**src/rtl/gfr_pkg.sv**
```systemverilog
package gfr_pkg;

  localparam int ELEM_W     = 4;
  localparam int CNT_W      = 2;
  localparam int NUM_STAGES = (1 << CNT_W) - 1;

  typedef logic [ELEM_W-1:0] elem_t;
  typedef logic [CNT_W-1:0]  cnt_t;

  // Reduction polynomial choice
  typedef enum logic {
    POLY_X4_X_1  = 1'b0,  // x^4 + x + 1
    POLY_X4_X3_1 = 1'b1   // x^4 + x^3 + 1
  } poly_e;

  // Everything that travels through one pipeline slot
  typedef struct packed {
    elem_t data;
    cnt_t  cnt;
    poly_e poly;
    logic  vld;
  } slot_t;

  // One multiply by alpha for x^4+x+1
  function automatic elem_t step_low(elem_t b);
    elem_t d;
    d[3] = b[2];
    d[2] = b[1];
    d[1] = b[0] ^ b[3];
    d[0] = b[3];
    return d;
  endfunction

  // One multiply by alpha for x^4+x^3+1
  function automatic elem_t step_high(elem_t b);
    elem_t d;
    d[3] = b[2] ^ b[3];
    d[2] = b[1];
    d[1] = b[0];
    d[0] = b[3];
    return d;
  endfunction

endpackage

```
**src/rtl/gfr_alpha_step.sv**
```systemverilog
module gfr_alpha_step
  import gfr_pkg::*;
(
  input  elem_t elem_in,
  input  poly_e poly,
  output elem_t elem_out
);

  elem_t by_low;
  elem_t by_high;

  always_comb begin
    by_low  = step_low(elem_in);
    by_high = step_high(elem_in);
  end

  assign elem_out = (poly == POLY_X4_X3_1) ? by_high : by_low;

endmodule

```
**src/rtl/gfr_rot_stage.sv**
```systemverilog
module gfr_rot_stage
  import gfr_pkg::*;
#(
  parameter int THRESH = 0
) (
  input  logic  clk,
  input  logic  rst_n,
  input  slot_t slot_in,
  output slot_t slot_out,
  output logic  take
);

  localparam cnt_t LIMIT = cnt_t'(THRESH);

  elem_t stepped;
  elem_t chosen;

  gfr_alpha_step u_step (
    .elem_in  (slot_in.data),
    .poly     (slot_in.poly),
    .elem_out (stepped)
  );

  // Comparator against this stage's own threshold
  assign take   = (slot_in.cnt > LIMIT);
  assign chosen = take ? stepped : slot_in.data;

  always_ff @(posedge clk or negedge rst_n) begin
    if (!rst_n) begin
      slot_out <= '0;
    end else begin
      slot_out.data <= chosen;
      slot_out.cnt  <= slot_in.cnt;
      slot_out.poly <= slot_in.poly;
      slot_out.vld  <= slot_in.vld;
    end
  end

endmodule

```
**src/rtl/gfr_out_gate.sv**
```systemverilog
module gfr_out_gate
  import gfr_pkg::*;
(
  input  elem_t data_in,
  input  logic  vld_in,
  output elem_t data_out
);

  assign data_out = vld_in ? data_in : '0;

endmodule

```
**src/rtl/gfr_rotate_pipe.sv**
```systemverilog
module gfr_rotate_pipe
  import gfr_pkg::*;
(
  input  logic       clk,
  input  logic       rst_n,
  input  logic [3:0] pat_in,
  input  logic [1:0] rot_cnt,
  input  logic       poly_sel,
  input  logic       valid_in,
  output logic [3:0] result
);

  slot_t                 chain [NUM_STAGES+1];
  logic [NUM_STAGES-1:0] take_vec;

  assign chain[0].data = pat_in;
  assign chain[0].cnt  = rot_cnt;
  assign chain[0].poly = poly_e'(poly_sel);
  assign chain[0].vld  = valid_in;

  for (genvar g = 0; g < NUM_STAGES; g++) begin : g_stage
    gfr_rot_stage #(
      .THRESH (g)
    ) u_stage (
      .clk      (clk),
      .rst_n    (rst_n),
      .slot_in  (chain[g]),
      .slot_out (chain[g+1]),
      .take     (take_vec[g])
    );
  end

  gfr_out_gate u_gate (
    .data_in  (chain[NUM_STAGES].data),
    .vld_in   (chain[NUM_STAGES].vld),
    .data_out (result)
  );

endmodule

```
**config.mk**
```make
export PLATFORM = sky130hd
export DESIGN_NAME = gfr_rotate_pipe
export DESIGN_NICKNAME = d
export VERILOG_FILES = /design/src/rtl/gfr_pkg.sv /design/src/rtl/gfr_alpha_step.sv /design/src/rtl/gfr_rot_stage.sv /design/src/rtl/gfr_out_gate.sv /design/src/rtl/gfr_rotate_pipe.sv
export SDC_FILE = /design/constraint.sdc
export NUM_CORES = 1
export LEC_CHECK = 0
export BUFFER_PORTS_ARGS = -buffer_cell sky130_fd_sc_hd__buf_2
export CORE_MARGIN = 4
export CORE_UTILIZATION = 50
export DETAILED_ROUTE_END_ITERATION = 16
export PLACE_DENSITY_LB_ADDON = 0.05
export SYNTH_ARGS = -nofsm -noshare
export SYNTH_HDL_FRONTEND = slang
export SYNTH_HIERARCHICAL = 1
export SYNTH_SLANG_ARGS = --single-unit
export TNS_END_PERCENT = 100
```
**constraint.sdc**
```tcl
create_clock -name clk -period 1.1 [get_ports clk]
set_input_delay 0.165 -clock clk [delete_from_list [all_inputs] [get_ports clk]]
set_output_delay 0.165 -clock clk [all_outputs]
set_load 0.02 [all_outputs]
```
==> summary.md <==
| Metric | Value |
|---|---|
| Routed len/inst | 11.0 um |
| Global routing met2 resource utilization | 0.176 |
| Drt pass-1 iters | 2 |
| Hold Crit Start | pat_in[1] |
| Largest net degree at the start of global routing | 22 |
| Reg2reg path depth | 3 |
| Worst Path Buf+Inv | 1 |
| Setup Viol. Count Final | 4 |
| Hold Path Depth | 2 |
| Max H-tree Level | 1 |
| Total number of vias | 439 |
| Max-slew violations | 0 |
| Post-route setup TNS | -0.225 ns |
| Global-route wire length before repair | 1740 um |
| Sw Ratio | 0.243 |
| Yosys warns | 6 |
| Kind of cell adding the most delay to the critical path | flip-flops |
| GRT Max-Usage Layer | met2 |
| Setup ws final | -0.0577 ns |
| CP max stage cell | dfrtp_1 |
| Setup crit start | g_stage[2].u_stage/slot_out[0]$_DFF_PN0_ |
| Final core utilization | 0.654 |
| Worst-path fanout max | 4 |
| Biggest regs | g_stage.u_stage/slot_out: 21 flops |
| Worst-margin pin slew | 0.428 ns |
| CTS buffer count | 3 |
| Critical-path cell list | and2_4 -> buf_6 |
| Root buffer cell | clkbuf_4 |
| Worst slack, placed | 0.0511 ns |
| Initial antenna violation count | 0 |
| Max-cap violations | 0 |
| Met3 GRT Util | 0.0452 |
| Final Cycle Share | 1.05 |
| Max_slew headroom | 0.715 |
| Largest Register | g_stage.u_stage/slot_out |
| Psw | 0.375 mW |
| Syn avg cell area | 15.4 um^2 |
| Die height | 49.9 um |
| WL final | 982 um |
| Failing checks | negative setup slack |
| Tightest Hold Check Type | in2reg |
| Worst path max stage delay | 0.42 ns |
| Mapped Area | 876 um^2 |
| Via density | 4.93 |
| Worst skew pair latency | 0.30 ns |
| Power per cell area | 1500 nW/um^2 |
| Power share of the clock group | 0.236 |
| Filler instances | 120 |
| Clk sinks | 21 |
| Maximum VDD drop | 1.03 mV |
| Worst Skew | 0.00313 ns |
| Core Area | 1580 um^2 |
| Fin area | 1030 um^2 |
| RD Place Congestion | 0.670 |
| Area grow syn2layout | 17.7% |
| Fin crit period | 1.16 ns |
| Pleak | 0.475 nW |
| RSZ-0062 raised after global routing | true |
| Die width | 49.9 um |
| Post-CTS Setup Bufs | 0 |
| CP endpoint kind | output port |
| N_diodes | 0 |
| Initial drt markers | 1 |
| Full die area | 2490 um^2 |
| Number of global-route vias before repair | 434 |
| Clock Tree Buf Depth | 2 |
| Gate power share | 0.182 |
| # rows | 14 |
| Antenna Violating Nets Remaining | 0 |
| Final hold viol count | 0 |
| Initial Utilization | 0.556 |
| Highest clock rate | 864 MHz |
| RR Startpoint | g_stage[0].u_stage/slot_out[1]$_DFF_PN0_ |
| DP Area | 916 um^2 |
| CP arrival | 0.99 ns |
| Crit. path cell count | 2 |
| Met1 Track Usage GR | 0.0854 |
| CP Data Required Time | 0.94 ns |
| Syn Nets | 67 |
| CTS clk-pin slew, worst paths | 0.11 ns |
| Internal power | 1.17 mW |
| Total congestion overflow | 0 |
| CTS tree | yes |
| Layout cells sized above 1 | 0.562 |
| Reg power frac | 0.582 |
| Drt drc | 0 |
| Startpoint Class | flop |
| Nets@finish | 84 |
| GR Util All Layers | 0.0949 |
| Kind of critical path | reg2out |
| Post-Syn Instances | 57 |
| Port bufs | 13 |
| I/O pin count | 14 |
| Largest register FFs | 21 |
| Outcome | finished, violations left |
[final cells by class]
class,count,area [um^2],area share
Clock inverter,1,7.51,0.00728
Timing Repair Buffer,18,140,0.136
Clock buffer,3,22.5,0.0218
Tap cell,16,20.0,0.0194
Sequential cell,21,526,0.510
Multi-Input combinational cell,30,315,0.306
[layout by cell type (no fill, tap or decap), drive strengths merged]
master / count
and2: 4
buf: 13
clkbuf: 3
clkinvlp: 1
dfrtp: 21
dlygate4sd3: 5
mux2: 12
nand2: 4
nand2b: 3
nor2: 1
xnor2: 6
[per-layer routing]
layer	wire length, um	share of wire	vias up
met5	0	0	-
met4	0	0	0
met1	341	0.35	208
li1	-	-	213
met3	71	0.072	0
met2	569	0.58	18
[power groups by stage]
stage               clock network, mW  registers [mW]  logic (mW)
floorplan                           0           0.902       0.200
global placement                    0           0.913       0.231
detailed placement                  0           0.913       0.233
CTS                             0.380           0.897       0.271
global route                    0.414           0.910       0.304
finish                          0.365           0.899       0.281
[repair_timing]
item	4_1_cts	5_1_grt
setup endpoints to repair	4	4
hold endpoints to repair	25	0
gates resized for setup	8	4
hold buffers	5	0
[path summary, 6_finish.rpt]
| path | slack (ns) | to |
|---|---|---|
| setup / recovery | -0.06 | result[0] |
| hold / removal | 0.10 | g_stage[0].u_stage/slot_out[5]$_DFF_PN0_ |
| setup reg to reg | 0.04 | g_stage[1].u_stage/slot_out[5]$_DFF_PN0_ |
| hold reg to reg | 0.36 | g_stage[1].u_stage/slot_out[2]$_DFF_PN0_ |
| max in group asynchronous | 0.47 | g_stage[2].u_stage/slot_out[0]$_DFF_PN0_ |
| min in group asynchronous | 0.33 | g_stage[1].u_stage/slot_out[5]$_DFF_PN0_ |
[stage by stage]
step                      hold slack, ns  instances  total power, mW
after floorplan                   -0.131         57             1.10
after global placement             0.135         80             1.14
after detailed placement           0.130         80             1.15
after CTS                         0.0921         89             1.55
after global routing              0.0842         89             1.63
final                              0.103         89             1.54
Power figures use the tool's default switching activity.
